[src/rtl/hall_seq_pkg.sv]
package hall_seq_pkg;

  // Strobes from the sequencing control to the counting datapath
  typedef struct packed {
    logic startDead;
  } ctlStrobe_t;

  // Status returned by the datapath
  typedef struct packed {
    logic levelValid;
    logic level;
    logic deadDone;
  } dpStatus_t;

  typedef enum logic [1:0] {
    ST_IDLE = 2'd0,
    ST_DEAD = 2'd1,
    ST_ON   = 2'd2
  } phaseState_t;

endpackage

[src/rtl/hall_seq_datapath.sv]
module hall_seq_datapath
  import hall_seq_pkg::*;
#(
  parameter int DG_CYC   = 5000,
  parameter int DEAD_CYC = 1000
) (
  input  logic       clk,
  input  logic       rstN,
  input  logic       hallIn,
  input  ctlStrobe_t ctl,
  output dpStatus_t  status
);

  localparam int SYNC_DEPTH = 2;
  localparam int DGW = $clog2(DG_CYC + 1);
  localparam int DTW = $clog2(DEAD_CYC + 1);

  logic [SYNC_DEPTH-1:0] syncQ;
  logic                  sampled;
  logic                  candQ;
  logic                  levelQ;
  logic                  validQ;
  logic [DGW-1:0]        glitchCnt;
  logic [DTW-1:0]        deadCnt;
  logic                  deadRun;

  // Synchronizer for the asynchronous comparator level
  always_ff @(posedge clk or negedge rstN) begin
    if (!rstN) syncQ <= '0;
    else       syncQ <= {syncQ[SYNC_DEPTH-2:0], hallIn};
  end
  assign sampled = syncQ[SYNC_DEPTH-1];

  // Run-length qualification of a new polarity
  always_ff @(posedge clk or negedge rstN) begin
    if (!rstN) begin
      candQ     <= 1'b0;
      levelQ    <= 1'b0;
      validQ    <= 1'b0;
      glitchCnt <= '0;
    end else if (sampled != candQ) begin
      candQ     <= sampled;
      glitchCnt <= DGW'(1);
    end else if (validQ && (sampled == levelQ)) begin
      glitchCnt <= '0;
    end else if (glitchCnt == DGW'(DG_CYC - 1)) begin
      levelQ    <= sampled;
      validQ    <= 1'b1;
      glitchCnt <= '0;
    end else begin
      glitchCnt <= glitchCnt + 1'b1;
    end
  end

  // Break-before-make interval counter
  always_ff @(posedge clk or negedge rstN) begin
    if (!rstN) begin
      deadCnt <= '0;
      deadRun <= 1'b0;
    end else if (ctl.startDead) begin
      deadCnt <= DTW'(DEAD_CYC - 1);
      deadRun <= 1'b1;
    end else if (deadRun) begin
      if (deadCnt == '0) deadRun <= 1'b0;
      else               deadCnt <= deadCnt - 1'b1;
    end
  end

  always_comb begin
    status.levelValid = validQ;
    status.level      = levelQ;
    status.deadDone   = deadRun && (deadCnt == '0);
  end


  level_source_chk: assert property (@(posedge clk) disable iff (!rstN)
    (levelQ != $past(levelQ)) |-> ($past(sampled) == levelQ));


  valid_sticky_chk: assert property (@(posedge clk) disable iff (!rstN)
    validQ |=> validQ);

endmodule

[src/rtl/hall_seq_control.sv]
module hall_seq_control
  import hall_seq_pkg::*;
(
  input  logic       clk,
  input  logic       rstN,
  input  logic       driveEn,
  input  dpStatus_t  status,
  output ctlStrobe_t ctl,
  output logic       phaseAOn,
  output logic       phaseBOn
);

  phaseState_t stateQ, stateNext;
  logic        onLvlQ;
  logic        drive;

  always_comb begin
    stateNext     = stateQ;
    ctl           = '0;
    case (stateQ)
      ST_IDLE: begin
        if (driveEn && status.levelValid) begin
          stateNext     = ST_DEAD;
          ctl.startDead = 1'b1;
        end
      end
      ST_DEAD: begin
        if (!driveEn)             stateNext = ST_IDLE;
        else if (status.deadDone) stateNext = ST_ON;
      end
      ST_ON: begin
        if (!driveEn) begin
          stateNext = ST_IDLE;
        end else if (status.level != onLvlQ) begin
          stateNext     = ST_DEAD;
          ctl.startDead = 1'b1;
        end
      end
      default: stateNext = ST_IDLE;
    endcase
  end

  always_ff @(posedge clk or negedge rstN) begin
    if (!rstN) begin
      stateQ <= ST_IDLE;
      onLvlQ <= 1'b0;
    end else begin
      stateQ <= stateNext;
      if (stateQ == ST_DEAD && stateNext == ST_ON) onLvlQ <= status.level;
    end
  end

  // Drop the conducting phase the moment the qualified level moves
  assign drive    = driveEn && (stateQ == ST_ON) && (status.level == onLvlQ);
  assign phaseBOn = drive && status.level;
  assign phaseAOn = drive && !status.level;


  phase_match_chk: assert property (@(posedge clk) disable iff (!rstN)
    (phaseAOn || phaseBOn) |-> (phaseBOn == status.level));


  dead_time_chk: assert property (@(posedge clk) disable iff (!rstN)
    $rose(phaseAOn || phaseBOn) |-> $past(status.deadDone));


  a_then_b_chk: assert property (@(posedge clk) disable iff (!rstN)
    phaseAOn |=> !phaseBOn);


  b_then_a_chk: assert property (@(posedge clk) disable iff (!rstN)
    phaseBOn |=> !phaseAOn);


  enable_off_chk: assert property (@(posedge clk) disable iff (!rstN)
    !driveEn |-> !(phaseAOn || phaseBOn));

endmodule

[src/rtl/hall_commutator.sv]
module hall_commutator
  import hall_seq_pkg::*;
#(
  parameter int CLK_MHZ     = 200,
  parameter int DEGLITCH_NS = 25000,
  parameter int DEAD_NS     = 5000
) (
  input  logic clk,
  input  logic rstN,
  input  logic hallIn,
  input  logic driveEn,
  output logic phaseAOn,
  output logic phaseBOn,
  output logic tachPullLow,
  output logic hallLevel
);

  localparam int DG_CYC   = CLK_MHZ * DEGLITCH_NS / 1000;
  localparam int DEAD_CYC = CLK_MHZ * DEAD_NS / 1000;

  ctlStrobe_t ctl;
  dpStatus_t  status;

  hall_seq_datapath #(
    .DG_CYC  (DG_CYC),
    .DEAD_CYC(DEAD_CYC)
  ) uDatapath (
    .clk   (clk),
    .rstN  (rstN),
    .hallIn(hallIn),
    .ctl   (ctl),
    .status(status)
  );

  hall_seq_control uControl (
    .clk     (clk),
    .rstN    (rstN),
    .driveEn (driveEn),
    .status  (status),
    .ctl     (ctl),
    .phaseAOn(phaseAOn),
    .phaseBOn(phaseBOn)
  );

  assign hallLevel   = status.level;
  assign tachPullLow = status.levelValid && !status.level;


  no_overlap_chk: assert property (@(posedge clk) disable iff (!rstN)
    !(phaseAOn && phaseBOn));

endmodule

[config.mk]
export PLATFORM = sky130hd
export DESIGN_NAME = hall_commutator
export DESIGN_NICKNAME = d
export VERILOG_FILES = /design/src/rtl/hall_seq_pkg.sv /design/src/rtl/hall_seq_datapath.sv /design/src/rtl/hall_seq_control.sv /design/src/rtl/hall_commutator.sv
export SDC_FILE = /design/constraint.sdc
export NUM_CORES = 1
export LEC_CHECK = 0
export BUFFER_PORTS_ARGS = -buffer_cell sky130_fd_sc_hd__buf_2
export CORE_MARGIN = 10
export CORE_UTILIZATION = 50
export CTS_CLUSTER_SIZE = 10
export DETAILED_ROUTE_END_ITERATION = 12
export PLACE_DENSITY = 0.77
export SETUP_SLACK_MARGIN = 0.05
export SKIP_CTS_REPAIR_TIMING = 1
export SLEW_MARGIN = 10
export SYNTH_ARGS = -nofsm -noshare
export SYNTH_HDL_FRONTEND = slang
export SYNTH_HIERARCHICAL = 1
export SYNTH_SLANG_ARGS = --single-unit
[constraint.sdc]
create_clock -name clk -period 2.2 [get_ports clk]
set_clock_uncertainty 0.1 [all_clocks]
set_input_delay 0.44 -clock clk [delete_from_list [all_inputs] [get_ports clk]]
set_output_delay 0.44 -clock clk [all_outputs]
set_load 0.02 [all_outputs]
## Word-level counts from Yosys, hierarchy flattened

Cells that the tools add are included.

| storage, ports and cells | value |
|---|---|
| output and inout port bits | 4 |
| bits in read-only memories | 0 |
| register bits | 32 |
| word-level logic and storage cells | 56 |
| latch bits | 0 |
| input port bits | 4 |
| RAM bits | 0 |
| memories | 0 |

| operators by class | value |
|---|---|
| $lt $le $gt $ge | 0 |
| bitwise gates (word level) | 2 |
| reductions and logical operators | 15 |
| div/mod/pow operators | 0 |
| mux-type cells | 19 |
| equality and inequality tests | 9 |
| shifts and indexed selects | 0 |
| multiply operators | 0 |
| $add $sub $neg | 2 |

Operators with widths:

| cell | count |
|---|---|
| 13-bit two-way mux | 3 |
| 10-bit two-way mux | 3 |
| 13-bit by 1-bit adder with 13-bit output, second input constant | 1 |
| 13-bit == test, second input constant | 1 |
| 10-bit logical NOT | 1 |
| 2-bit two-way mux | 5 |
| 10-bit by 1-bit subtractor with 10-bit output, second input constant | 1 |
| 1-bit logical AND | 9 |
| 1-bit two-way mux | 6 |
| 2-bit case mux with 3 select lines | 1 |
| 2-bit == test, second input constant | 2 |
| 3-bit AND reduction | 1 |
| 1-bit == test | 2 |
| 2-bit by 1-bit == test with 1-bit output, second input constant | 1 |
| 2-bit logical NOT | 1 |
| 1-bit != test | 2 |
| 2-bit != test, second input constant | 1 |
| 1-bit NOT | 2 |
| 1-bit case mux with 2 select lines | 1 |
| 2-bit AND reduction | 1 |
| 2-bit nonzero test | 1 |
| 1-bit logical NOT | 1 |

## Logic depth before layout (Yosys ltp)

| logic depth | value |
|---|---|
| depth after elaboration | 7 |
| gate-level depth with buffers | 6 |
| depth with buffers taken out | 6 |

## Cells and area by module

The synthesis kept the hierarchy.

By module, submodules not included:

| module | cells an instance | seq. area each (um^2) | area an instance (um^2) | times used |
|---|---|---|---|---|
| hall_seq_datapath | 141 | 725.7 | 1420.1 | 1 |
| hall_seq_control | 18 | 75.1 | 190.2 | 1 |
| hall_commutator | 1 | 0.0 | 13.8 | 1 |

## Worst setup path before layout

Ideal clock, no wire load.

| timing path | value |
|---|---|
| path type | register -> register |
| start point | register uDatapath.glitchCnt[5] |
| end point | register uDatapath.levelQ |
| buffers on the path | 0 |
| required time | 1975 ps |
| period minus slack after synthesis | 1991 ps |
| cell stages (with the launch flop) | 5 |
| data arrival time | 1766 ps |
| library setup time | 125 ps |
| slack | 209 ps |
| path through | dfrtp_1 > or4b_1 > nor4_1 > nor2b_1 > mux2_2 |

| between the ends | value |
|---|---|
| longest elaborated chain between the ends | 2 |

Ends and longest elaborated chain:

| what | RTL line | text |
|---|---|---|
| start, declared | hall_seq_datapath.sv:23 | `logic [DGW-1:0] glitchCnt;` |
| start signal, assigned | hall_seq_datapath.sv:51 | `glitchCnt <= glitchCnt + 1'b1;` |
| 13-bit == test | hall_seq_datapath.sv:46 | `end else if (glitchCnt == DGW'(DG_CYC - 1)) begin` |
| 3-bit AND reduction (no source line) | -- |  |
| end signal, assigned | hall_seq_datapath.sv:47 | `levelQ <= sampled;` |
| end, declared | hall_seq_datapath.sv:21 | `logic levelQ;` |

Every way passes these cells.
A chain may end at the register's enable or synchronous reset.

## Worst setup path after layout

Ends and elaborated chain as after synthesis.

==> summary.txt <==
Worst setup path
  – Kind of critical path: reg -> reg
  – Top delay family on crit path: simple AND/OR/NAND/NOR gates
  – CP endpoint kind: register
  – Crit Path Max Fanout: 4
  – R2r setup slk: 120 ps
  – Worst path bufs/invs: 0
  – CP startpoint kind: register
  – CP cell instances: or4b_1 > nor4_2 > nor2b_1 > mux2_2
  – CP max stage cell: or4b_1
  – WP data required: 2320 ps
  – CP max stage delay: 550 ps
  – Critical path arrival: 2210 ps

Clock network
  – CTS H-tree lvls: 2
  – Root buffer cell: clkbuf_4
  – CTS Buf Count: 5
  – Longest Clk Path Bufs: 2
  – Clk sinks: 32
  – CTS clock-pin slew for the worst setup and hold paths: 100 ps
  – CTS tree: built
  – Worst skew pair latency: 340 ps

Die
  – Die ar.: 5930 sq um
  – Core area: 3080 sq um
  – I/O Pins: 8
  – Die Y: 77.0 microns
  – Initial Util: 52.8%
  – Std cell rows: 20
  – Chip width: 77.0 microns

STA
  – Total negative slack: 0 ps
  – Final setup viols: 0
  – Max-slew violations: 0
  – Min Tclk post-route: 2080 ps
  – RSZ-0062 raised after global routing: yes
  – Fin. Hold Viols: 0
  – Relative slew slack: 54.2%
  – Achievable Freq: 480 MHz
  – Setup ws final: 116 ps
  – Hold WS: 32.4 ps
  – Final Cycle Share: 94.7%
  – Worst slew pin tran: 686 ps

Layout
  – Final net count: 179
  – Core Util, Final: 58.2%
  – Share of layout cells above drive strength 1: 19.0%
  – P&R area growth vs syn: 10.3%
  – Cell area after layout: 1790 sq um
  – Layout fillers: 260
  – Diode count: 0

Synth
  – Cell taking the most area after synthesis: dfrtp_1
  – Top-count cell post-synth: dfrtp_1
  – Ys async rst share: 100%
  – #FFs+latches synth: 32
  – Post-Synthesis Net Count: 166
  – Top cell type's share of synthesized area: 49.3%
  – YS warnings: 6
  – Netlist area before placement: 1620 sq um
  – Distinct cell type count of the synthesized netlist: 40
  – Avg Inst Size Synth: 10.2 sq um
  – Synth area leaders: dfrtp_1, xnor2_1, nor2_1
  – Number of flops mapped to enable cells by yosys: 0
  – Cells after synthesis: 160
  – Top cells by count, synth: dfrtp_1, nor2_1, xnor2_1
  – Sequential fraction of the synthesis area: 49.3%
  – Top_reg_cell synth: dfrtp_1

Global route
  – Global route total overflow: 0
  – First-pass GRT wire length: 5430 microns
  – Largest net degree at the start of global routing: 33
  – Antenna violations before repair: 0
  – Total GRT Usage: 11.1%
  – Number of global-route vias before repair: 1274

Job
  – Max_cap viols: 0

Drt
  – Wire per inst: 14.1 microns
  – TritonRoute pass-1 iters: 4
  – Routed vias: 1229
  – Number of vias per cell: 5.64
  – WL final: 3060 microns
  – DRC violations left: 0
  – Drt initial violations: 47
  – Routed Antenna Nets: 0

Hold path
  – Worst hold path class: in -> async

Placement
  – GP Congestion: 0.815
  – Pre-CTS WS: 107 ps
  – Cell Area, Placed: 1720 sq um
  – Hpwl dp: 2230 microns
  – # port buffers: 7

Status
  – Status: complete, no violations

Power and ir drop
  – Power density over cell area: 571 nW/um^2
  – Leakage: 0.719 nW
  – Max IR drop VDD: 0.368 mV
-- final cells by class --
type | count | area, sq um | share of cell area (%)
timing repair buffer | 11 | 68.8 | 3.84
multi-input combinational | 116 | 779 | 43.5
clock buffer | 6 | 51.3 | 2.86
inverter | 7 | 26.3 | 1.47
sequential | 32 | 801 | 44.7
tap | 44 | 55.1 | 3.07
clock inverter | 2 | 10.0 | 0.559
-- final timing paths --
check | start | end | cells past startpoint
max in group asynchronous | rstN | uDatapath/validQ$_DFFE_PN0P_ | 1
worst max-delay path | uDatapath/glitchCnt[5]$_DFF_PN0_ | uDatapath/levelQ$_DFFE_PN0P_ | 4
worst max register to register | uDatapath/glitchCnt[5]$_DFF_PN0_ | uDatapath/levelQ$_DFFE_PN0P_ | 4
worst min register to register | uDatapath/syncQ[0]$_DFF_PN0_ | uDatapath/syncQ[1]$_DFF_PN0_ | 0
min in group clk | hallIn | uDatapath/syncQ[0]$_DFF_PN0_ | 1
worst min-delay path | rstN | uDatapath/glitchCnt[7]$_DFF_PN0_ | 1
-- worst reg2reg max path, cell delays in order, from the launching register on --
cell and delay (ps):
dfrtp_1 420, or4b_1 550, nor4_2 320, nor2b_1 220, mux2_2 350
-- metal layers --
metal	share of wire, %	wire, microns	GRT usage [%]
met5	0	0	0
met4	4.2	129	7.66
met3	5.8	177	3.96
met2	48	1470	17.9
met1	42	1290	11.9
-- layout by cell type, fill, tap and decap left out, drive strengths merged, types with 3 or more instances in the layout --
cell,netlist,routed
nor2,21,21
nand2b,3,3
or3,3,3
a21oi,3,3
xnor2,12,12
nand2,11,11
o21ai,4,4
nand3,8,8
clkbuf,1,6
inv,7,7
nor2b,3,3
dfrtp,32,32
nor3,8,8
nor4,5,5
mux2,4,4
buf,4,11
xor2,3,3
or2,3,3
-- cells by family after synthesis --
logic type      Yosys count  synth area share (%)
compound gates           16                  7.86
fa+ha+maj                 2                  1.54
mux                       4                  2.77
simple gates             79                  27.0
flops                    32                  49.3
xor+xnor                 15                  8.09
buf+inv                  12                  3.39
-- per-stage QoR --
stage / cells / power [mW]
2_1_floorplan: 160 / 0.665
3_3_place_gp: 210 / 0.685
3_5_place_dp: 210 / 0.689
4_1_cts: 218 / 1.04
5_1_grt: 218 / 1.07
6_report: 218 / 1.02
-- registers in the layout, summed over array words and instances, names as in the netlist --
| register | count |
|---|---|
| uControl/onLvlQ | 1 |
| uControl/stateQ | 2 |
| uDatapath/candQ | 1 |
| uDatapath/deadCnt | 10 |
| uDatapath/deadRun | 1 |
| uDatapath/glitchCnt | 13 |
| uDatapath/levelQ | 1 |
| uDatapath/syncQ | 2 |
| uDatapath/validQ | 1 |
-- power breakdown --
part / leakage [nW] / internal, mW / switching (mW)
Clock: 0.0380 / 0.152 / 0.193
Combinational: 0.280 / 0.0212 / 0.0358
Sequential: 0.401 / 0.604 / 0.0172
Total: 0.719 / 0.777 / 0.246
Power figures use the tool's default switching activity.
